==> src/rtl/dptr_pkg.sv <==
// Package: shared widths and the byte-lane type for the data pointer bank.
// Assumes an 8-bit register bus and pointers made of whole bytes.
package dptr_pkg;
    localparam int BYTE_W = 8;
    localparam int PTR_BYTES = 2;
    localparam int PTR_W = BYTE_W * PTR_BYTES;

    typedef logic [PTR_W-1:0] ptr_t;
    typedef logic [BYTE_W-1:0] byte_t;

    // Per-copy byte write strobes decoded from the bus.
    typedef struct packed {
        logic hi;
        logic lo;
    } lane_we_t;
endpackage

==> src/rtl/dptr_sfr_decode.sv <==
// Module: decodes the register bus address into low and high byte hits
// and the matching write strobes.
// Assumes the two pointer byte addresses differ from each other.
module dptr_sfr_decode
    import dptr_pkg::*;
#(
    parameter logic [7:0] LO_ADDR = 8'h82,
    parameter logic [7:0] HI_ADDR = 8'h83
) (
    input  logic [7:0] addr,
    input  logic       we,
    output logic       lo_hit,
    output logic       hi_hit,
    output lane_we_t   lane_we
);
    // Address compare and write strobe gating.
    always_comb begin
        lo_hit     = (addr == LO_ADDR);
        hi_hit     = (addr == HI_ADDR);
        lane_we.lo = we && lo_hit;
        lane_we.hi = we && hi_hit;
    end
endmodule

==> src/rtl/dptr_copy.sv <==
// Module: one 16-bit pointer copy. It updates only while enabled.
// Priority: 16-bit load, then byte writes, then increment.
// Assumes the enable is driven from the select decode.
module dptr_copy
    import dptr_pkg::*;
(
    input  logic     clk,
    input  logic     rst_n,
    input  logic     en,
    input  logic     ld,
    input  ptr_t     ld_val,
    input  lane_we_t lane_we,
    input  byte_t    wdata,
    input  logic     inc,
    output ptr_t     q
);
    ptr_t nxt;

    // Next-value selection by priority.
    always_comb begin
        nxt = q;
        if (en) begin
            if (ld) begin
                nxt = ld_val;
            end else if (lane_we.lo || lane_we.hi) begin
                if (lane_we.lo) nxt[BYTE_W-1:0] = wdata;
                if (lane_we.hi) nxt[PTR_W-1:BYTE_W] = wdata;
            end else if (inc) begin
                nxt = q + ptr_t'(1);
            end
        end
    end

    // Pointer register with synchronous reset.
    always_ff @(posedge clk) begin
        if (!rst_n) q <= '0;
        else        q <= nxt;
    end

    assert_reset_R2: assert property (@(posedge clk)
        $rose(rst_n) |-> (q == '0));

    assert_load_R3: assert property (@(posedge clk) disable iff (!rst_n)
        (en && ld) |=> (q == $past(ld_val)));

    assert_hold_unsel_R5: assert property (@(posedge clk) disable iff (!rst_n)
        !en |=> $stable(q));

    assert_lo_write_R1: assert property (@(posedge clk) disable iff (!rst_n)
        (en && !ld && lane_we.lo && !lane_we.hi) |=>
        (q[BYTE_W-1:0] == $past(wdata) && q[PTR_W-1:BYTE_W] == $past(q[PTR_W-1:BYTE_W])));

    assert_inc_R7: assert property (@(posedge clk) disable iff (!rst_n)
        (en && inc && !ld && !lane_we.lo && !lane_we.hi) |=> (q == $past(q) + ptr_t'(1)));
endmodule

==> src/rtl/dptr_read_mux.sv <==
// Module: selects the active copy for the address output and for byte reads.
// Purely combinational. Assumes sel stays below the copy count.
module dptr_read_mux
    import dptr_pkg::*;
#(
    parameter int NUM_PTR = 2,
    localparam int SEL_W = (NUM_PTR > 1) ? $clog2(NUM_PTR) : 1
) (
    input  ptr_t [NUM_PTR-1:0] copies,
    input  logic [SEL_W-1:0]   sel,
    input  logic               lo_hit,
    input  logic               hi_hit,
    output ptr_t               addr_out,
    output byte_t              rdata
);
    byte_t lo_byte;
    byte_t hi_byte;

    // Word and per-lane byte selection.
    always_comb begin
        addr_out = '0;
        lo_byte  = '0;
        hi_byte  = '0;
        for (int i = 0; i < NUM_PTR; i++) begin
            if (sel == SEL_W'(i)) begin
                addr_out = copies[i];
                lo_byte  = copies[i][BYTE_W-1:0];
                hi_byte  = copies[i][PTR_W-1:BYTE_W];
            end
        end
    end

    // Read data by address hit; other addresses read zero.
    always_comb begin
        if (lo_hit)      rdata = lo_byte;
        else if (hi_hit) rdata = hi_byte;
        else             rdata = '0;
    end
endmodule

==> src/rtl/dual_dptr_bank.sv <==
// Module: top of the dual data pointer bank. Two copies sit behind one
// register address pair, and the select input steers every access.
// Assumes the select bit is held in another register outside this block.
module dual_dptr_bank
    import dptr_pkg::*;
#(
    parameter int         NUM_PTR = 2,
    parameter logic [7:0] LO_ADDR = 8'h82,
    parameter logic [7:0] HI_ADDR = 8'h83,
    localparam int        SEL_W = (NUM_PTR > 1) ? $clog2(NUM_PTR) : 1
) (
    input  logic              clk,
    input  logic              rst_n,
    input  logic [7:0]        sfr_addr,
    input  logic [7:0]        sfr_wdata,
    input  logic              sfr_we,
    output logic [7:0]        sfr_rdata,
    input  logic              ld_en,
    input  logic [15:0]       ld_data,
    input  logic              inc_en,
    input  logic [SEL_W-1:0]  dp_sel,
    output logic [15:0]       dp_addr
);
    logic              lo_hit;
    logic              hi_hit;
    lane_we_t          lane_we;
    ptr_t [NUM_PTR-1:0] copies;

    dptr_sfr_decode #(.LO_ADDR(LO_ADDR), .HI_ADDR(HI_ADDR)) u_dec (
        .addr    (sfr_addr),
        .we      (sfr_we),
        .lo_hit  (lo_hit),
        .hi_hit  (hi_hit),
        .lane_we (lane_we)
    );

    for (genvar g = 0; g < NUM_PTR; g++) begin : g_copy
        dptr_copy u_copy (
            .clk     (clk),
            .rst_n   (rst_n),
            .en      (dp_sel == SEL_W'(g)),
            .ld      (ld_en),
            .ld_val  (ld_data),
            .lane_we (lane_we),
            .wdata   (sfr_wdata),
            .inc     (inc_en),
            .q       (copies[g])
        );
    end

    dptr_read_mux #(.NUM_PTR(NUM_PTR)) u_mux (
        .copies   (copies),
        .sel      (dp_sel),
        .lo_hit   (lo_hit),
        .hi_hit   (hi_hit),
        .addr_out (dp_addr),
        .rdata    (sfr_rdata)
    );

    assert_rd_lo_R4: assert property (@(posedge clk) disable iff (!rst_n)
        (sfr_addr == LO_ADDR) |-> (sfr_rdata == dp_addr[7:0]));

    assert_rd_hi_R4: assert property (@(posedge clk) disable iff (!rst_n)
        (sfr_addr == HI_ADDR) |-> (sfr_rdata == dp_addr[15:8]));

    assert_rd_other_R4: assert property (@(posedge clk) disable iff (!rst_n)
        (sfr_addr != LO_ADDR && sfr_addr != HI_ADDR) |-> (sfr_rdata == 8'h00));
endmodule

==> config.mk <==
export PLATFORM = sky130hd
export DESIGN_NAME = dual_dptr_bank
export DESIGN_NICKNAME = d
export VERILOG_FILES = /design/src/rtl/dptr_pkg.sv /design/src/rtl/dptr_sfr_decode.sv /design/src/rtl/dptr_copy.sv /design/src/rtl/dptr_read_mux.sv /design/src/rtl/dual_dptr_bank.sv
export SDC_FILE = /design/constraint.sdc
export NUM_CORES = 1
export LEC_CHECK = 0
export BUFFER_PORTS_ARGS = -buffer_cell sky130_fd_sc_hd__buf_2
export CAP_MARGIN = 20
export CORE_AREA = 2 2 78 80
export CTS_CLUSTER_DIAMETER = 100
export CTS_CLUSTER_SIZE = 25
export DETAILED_ROUTE_END_ITERATION = 8
export DIE_AREA = 0 0 80 82
export PLACE_DENSITY = 0.68
export SLEW_MARGIN = 20
export SYNTH_ARGS = -nofsm -noshare
export SYNTH_HDL_FRONTEND = slang
export SYNTH_SLANG_ARGS = --single-unit
export TNS_END_PERCENT = 1
==> constraint.sdc <==
create_clock -name clk -period 2.45 [get_ports clk]
set_input_delay 0.3675 -clock clk [delete_from_list [all_inputs] [get_ports clk]]
set_output_delay 0.3675 -clock clk [all_outputs]
set_load 0.05 [all_outputs]
==> results.sh, run 1 <==
export IMPL_status="complete, no violations"
export IMPL_vias=2867
export IMPL_wl_per_cell_um=17.9
export IMPL_antenna_found_initial=0
export IMPL_synth_area_top_cells="dfxtp_1, mux2_2, nor2_1"
export IMPL_synth_ff_type="dfxtp_1"
export IMPL_drive_gt1_frac=0.299
export IMPL_top_register="g_copy.u_copy.q"
export IMPL_fin_skew_ns=0.00534
export IMPL_cts_setup_buffers=0
export IMPL_yosysUniqueCellTypes=56
export IMPL_min_path_cells=3
export IMPL_r2r_start="g_copy[1].u_copy.q[0]"
export IMPL_synth_seq_area_share=0.255
export IMPL_async_reset_ff_frac=0
export IMPL_hp_start="ld_data[14]"
export IMPL_remaining_drc_errors=0
export IMPL_dr_pass1_iters=5
export IMPL_clock_tree_buffer_depth=2
export IMPL_instances_no_fill=466
export IMPL_fin_util=0.531
export IMPL_cts_made_buffers=5
export IMPL_rsz0062_at_grt="no"
export IMPL_place_congestion=0.943
export IMPL_netlist_area_mm2=0.00252
export IMPL_grt_max_degree=23
export IMPL_pwr_density_cell_mw_per_mm2=469
export IMPL_critPathMaxStageDelay_ns=0.70
export IMPL_dieHeight_um=82
export IMPL_cts_root_buf="clkbuf_8"
export IMPL_dp_cells=458
export IMPL_dr_first_iter_drc_count=298
export IMPL_slowest_stage="or4_1"
export IMPL_startpoint_type="input pin"
export IMPL_setup_viol=0
export IMPL_slew_violations=0
export IMPL_synth_largest_area_cell="dfxtp_1"
export IMPL_grt_overflow=0
export IMPL_path_buf_inv=2
export IMPL_clkLatencyLatePin_ns=0.29
export IMPL_grt_pass1_wl_mm=13.5
export IMPL_grt_pass1_vias=2725
export IMPL_critPathTopFamily="simple AND/OR/NAND/NOR gates"
export IMPL_r2r_end="g_copy[1].u_copy.q[12]"
export IMPL_clk_pin_slew_ns=0.07
export IMPL_tightest_slew_ns=0.810
export IMPL_yosysWarningCount=0
export IMPL_cts_tree="yes"
export IMPL_worst_slack_ns=0.114
export IMPL_cp_data_arrival_time_ns=1.97
export IMPL_hold_ws_ns=0.383
export IMPL_largest_reg_flops=32
export IMPL_synth_edf_count=0
export IMPL_rr_worst_depth=5
export IMPL_max_slew_margin_rel=0.458
export IMPL_cts_sinks=32
export IMPL_critPathMostFrequentCell="buf_2"
export IMPL_cts_resized=0
export IMPL_hold_class="in -> reg"
export IMPL_io_buffers=61
export IMPL_netlist_instances=332
export IMPL_place_ws_ns=0.120
export IMPL_critPathKind="in -> out"
export IMPL_avgSynthCellArea_um2=7.58
export IMPL_htreeDepth=2
export IMPL_hpwl_mm=6.22
export IMPL_post_route_min_period_ns=2.34
export IMPL_ys_top_cells_by_count="nor2_1, dfxtp_1, nand2_1, o21ai_0, nor3_1"
export IMPL_post_synth_top_count_cell="nor2_1"
export IMPL_reg_largest_list="g_copy.u_copy.q x32"
export IMPL_finalWirelength_mm=8.36
export IMPL_cp_end_kind="output pin"
export IMPL_layout_nets=430
export IMPL_netlist_area_leader_share=0.255
export IMPL_p_leak_nw=1.22
export IMPL_ys_seq_elements=32
export IMPL_cp_required_ns=2.08
export IMPL_chipWidth_um=80
export IMPL_fin_crit_sh=0.953
export IMPL_r2r_slack_ns=0.44
export IMPL_ant_nets=0
export IMPL_ir_drop_mv=0.230
export IMPL_syn_num_nets=372
export IMPL_power_w=0.00143
export IMPL_die_area_mm2=0.00656
export IMPL_holdPathEnd="g_copy[0].u_copy.q[14]"
export IMPL_core_area_mm2=0.00575
export IMPL_crit_fanout=8
export IMPL_initial_core_util=0.438
export IMPL_via_per_inst=6.15
export IMPL_num_rows=28
export IMPL_boundaryPins=62
export IMPL_worstPathCellList="buf_2, nand4bb_1, or4_1, nor3_2, buf_2"
export IMPL_hold_buffers=0
export IMPL_track_usage=0.266
export IMPL_max_freq_ghz=0.428
export IMPL_syn_to_final_growth_pct=21.2
export IMPL_finalHoldViolCount=0
export IMPL_n_antenna_cell=0
export IMPL_cap_violations=0
[power by group]
part | switching, W | leakage, nW | internal [W]
Combinational | 0.000242 | 0.912 | 0.000142
Clock | 0.000206 | 0.0455 | 0.000229
Sequential | 0.0000560 | 0.263 | 0.000555
Total | 0.000504 | 1.22 | 0.000927
[area by class of cell]
type                    instances  area, µm²
multi-input cells             270       1800
fillers                       558       2700
inverters                       7       26.3
flip-flops and latches         32        641
repair buffers                 74        403
well taps                      75       93.8
clock buffers                   8       90.1
[metrics by stage]
stage	instance area (µm²)	setup TNS [ns]
after global placement	2950	0
after global routing	3050	0
after detailed placement	2950	0
after floorplan	2550	-0.584
final	3050	0
after CTS	3040	0
[cell families (layout without fill, tap and decap cells)]
logic type | count (synthesis) | count (layout) | synth area share
DFF | 32 | 32 | 0.255
xor gates and xnor gates | 13 | 13 | 0.0453
and+or+nand+nor | 136 | 136 | 0.272
adders and majority gates | 2 | 2 | 0.00994
buffers and inverters | 30 | 89 | 0.0482
muxes | 16 | 16 | 0.0711
AOI/OAI and AO/OA | 103 | 103 | 0.299
[worst register-to-register path, cell delays in order, from the launching register on]
cell and delay [ns]:
dfxtp_1 0.45, ha_1 0.24, nand3_1 0.27, nor3_1 0.50
a31oi_1 0.15, o221a_2 0.29
[routing by layer]
layer  GRT usage  wire (µm)  vias up
li1            -          -     1374
met2       0.434       3820      150
met3      0.0407        604       16
met4       0.102        184        0
met5           0          0        -
met1       0.355       3760     1327
[cells in the final DEF (no fill, tap or decap), types with 3 or more instances in the layout]
master / synthesis / routed
buf_2: 7 / 61
nor2_1: 41 / 41
dfxtp_1: 32 / 32
nand2_1: 29 / 29
o21ai_0: 20 / 19
mux2_2: 15 / 15
nand3_1: 14 / 14
a21oi_1: 14 / 14
buf_4: 0 / 13
a31oi_1: 11 / 10
nand4_1: 9 / 9
nor3_1: 16 / 9
nor3_2: 0 / 7
xnor2_1: 7 / 7
a311oi_1: 7 / 7
inv_1: 6 / 6
a211oi_1: 6 / 6
xor2_1: 6 / 6
clkbuf_8: 0 / 6
o21ai_1: 4 / 5
and3_1: 5 / 5
and4_1: 4 / 4
o31a_1: 4 / 4
o21a_1: 4 / 4
nor4_1: 4 / 4
a311oi_2: 4 / 4
a21o_1: 3 / 3
a31o_2: 3 / 3
o31ai_1: 3 / 3
[how the worst max path moves through the flow]
stage                     start                    end  cells past startpoint
floorplan           sfr_addr[2]           sfr_rdata[0]                      4
detailed placement  sfr_addr[5]  g_copy[0].u_copy.q[8]                      5
CTS                 sfr_addr[2]           sfr_rdata[1]                      5
global route        sfr_addr[2]           sfr_rdata[1]                      5
global placement    sfr_addr[2]           sfr_rdata[1]                      5
finish              sfr_addr[2]           sfr_rdata[1]                      5
Power figures use the tool's default switching activity.
==> run 2: changes to the inputs <==
--- a/config.mk
+++ b/config.mk
@@ -5,6 +5,7 @@
 export SDC_FILE = /design/constraint.sdc
 export NUM_CORES = 1
 export LEC_CHECK = 0
+export ABC_AREA = 0
 export BUFFER_PORTS_ARGS = -buffer_cell sky130_fd_sc_hd__buf_2
 export CAP_MARGIN = 20
 export CORE_AREA = 2 2 78 80
@@ -12,7 +13,7 @@
 export CTS_CLUSTER_SIZE = 25
 export DETAILED_ROUTE_END_ITERATION = 8
 export DIE_AREA = 0 0 80 82
-export PLACE_DENSITY = 0.68
+export PLACE_DENSITY = 0.66
 export SLEW_MARGIN = 20
 export SYNTH_ARGS = -nofsm -noshare
 export SYNTH_HDL_FRONTEND = slang
==> results.sh, run 2 (synthesis gave the netlist of run 1 again) <==
export IMPL_p_leak_nw=1.23
export IMPL_clkLatencyLatePin_ns=0.29
export IMPL_hold_class="in -> reg"
export IMPL_boundaryPins=62
export IMPL_status="complete, no violations"
export IMPL_post_route_min_period_ns=2.33
export IMPL_cp_end_kind="output pin"
export IMPL_ant_nets=0
export IMPL_pwr_density_cell_mw_per_mm2=469
export IMPL_tightest_slew_ns=0.799
export IMPL_place_congestion=0.881
export IMPL_max_freq_ghz=0.430
export IMPL_cp_data_arrival_time_ns=1.96
export IMPL_finalWirelength_mm=8.33
export IMPL_htreeDepth=2
export IMPL_rsz0062_at_grt="no"
export IMPL_largest_reg_flops=32
export IMPL_clk_pin_slew_ns=0.07
export IMPL_hpwl_mm=6.34
export IMPL_fin_skew_ns=0.00796
export IMPL_cts_sinks=32
export IMPL_startpoint_type="input pin"
export IMPL_final_cell_mix="buf_2, nor2_1, dfxtp_1, nand2_1, o21ai_0"
export IMPL_core_area_mm2=0.00575
export IMPL_dieHeight_um=82
export IMPL_grt_pass1_vias=2770
export IMPL_grt_overflow=0
export IMPL_via_per_inst=6.15
export IMPL_grt_pass1_wl_mm=13.8
export IMPL_ir_drop_mv=0.233
export IMPL_finalHoldViolCount=0
export IMPL_hold_buffers=0
export IMPL_clock_tree_buffer_depth=2
export IMPL_reg_largest_list="g_copy.u_copy.q x32"
export IMPL_cp_required_ns=2.08
export IMPL_cts_made_buffers=5
export IMPL_max_slew_margin_rel=0.467
export IMPL_io_buffers=61
export IMPL_rr_worst_depth=6
export IMPL_dr_first_iter_drc_count=229
export IMPL_setup_viol=0
export IMPL_vias=2871
export IMPL_grt_max_degree=23
export IMPL_slew_violations=0
export IMPL_critPathKind="in -> out"
export IMPL_top_register="g_copy.u_copy.q"
export IMPL_chipWidth_um=80
export IMPL_design_area_mm2=0.00306
export IMPL_syn_to_final_growth_pct=21.6
export IMPL_track_usage=0.272
export IMPL_layout_nets=431
export IMPL_wl_per_cell_um=17.8
export IMPL_cts_root_buf="clkbuf_8"
export IMPL_die_area_mm2=0.00656
export IMPL_remaining_drc_errors=0
export IMPL_min_path_cells=3
export IMPL_cts_tree="yes"
export IMPL_drive_gt1_frac=0.306
export IMPL_placed_area_mm2=0.00296
export IMPL_antenna_found_initial=0
export IMPL_cts_setup_buffers=0
export IMPL_n_antenna_cell=0
export IMPL_final_common_cell="buf_2"
export IMPL_num_rows=28
export IMPL_crit_fanout=8
export IMPL_power_w=0.00143
export IMPL_cts_resized=0
export IMPL_initial_core_util=0.438
export IMPL_dr_pass1_iters=4
export IMPL_fin_crit_sh=0.949
export IMPL_cap_violations=0
==> run 2: cell types whose count changed in the layout (fill, tap and decap cells not counted) <==
cell	delta
buf_4	+1
clkbuf_1	-2
clkinv_2	+2
==> run 2: where the power goes <==
| part | switching [W] | total [W] | internal (W) |
|---|---|---|---|
| clock | 0.000215 | 0.000439 | 0.000224 |
| sequential | 0.0000527 | 0.000608 | 0.000555 |
| combinational | 0.000244 | 0.000387 | 0.000143 |
==> run 2: cell type report <==
type	instances	area [µm²]
clock buffers	6	82.6
flip-flops and latches	32	641
repair buffers	75	410
well taps	75	93.8
fillers	590	2690
clock inverters	2	10.0
inverters	7	26.3
multi-input cells	270	1800
==> run 2: worst max-delay path, cell delays in order <==
cell and delay, ns:
buf_2 0.10, nand4bb_1 0.20, or4_1 0.69, nor3_2 0.30, buf_2 0.29
==> run 2: final timing paths <==
kind / from / to / slack (ns)
hold / removal: ld_data[6] / g_copy[1].u_copy.q[6] / 0.37
setup / recovery: sfr_addr[2] / sfr_rdata[1] / 0.12
hold reg to reg: g_copy[0].u_copy.q[0] / g_copy[0].u_copy.q[0] / 0.54
setup reg to reg: g_copy[1].u_copy.q[0] / g_copy[1].u_copy.q[12] / 0.36
==> run 2: metal layers <==
| metal | GRT usage | share of wire | up-vias |
|---|---|---|---|
| met3 | 0.0407 | 0.071 | 23 |
| met1 | 0.358 | 0.44 | 1338 |
| met5 | 0 | 0 | - |
| met4 | 0.146 | 0.034 | 0 |
| met2 | 0.429 | 0.46 | 132 |
| li1 | - | - | 1378 |
==> run 2: through the flow <==
step | setup TNS [ns] | util | hold slack, ns | instances | setup slack (ns)
6_report | 0 | 0.532 | 0.373 | 467 | 0.124
5_1_grt | 0 | 0.532 | 0.390 | 467 | 0.0531
4_1_cts | 0 | 0.531 | 0.370 | 467 | 0.133
3_5_place_dp | 0 | 0.515 | 0.531 | 459 | 0.0880
3_3_place_gp | 0 | 0.515 | 0.510 | 459 | 0.137
2_1_floorplan | -0.584 | - | 0.481 | 332 | -0.0742
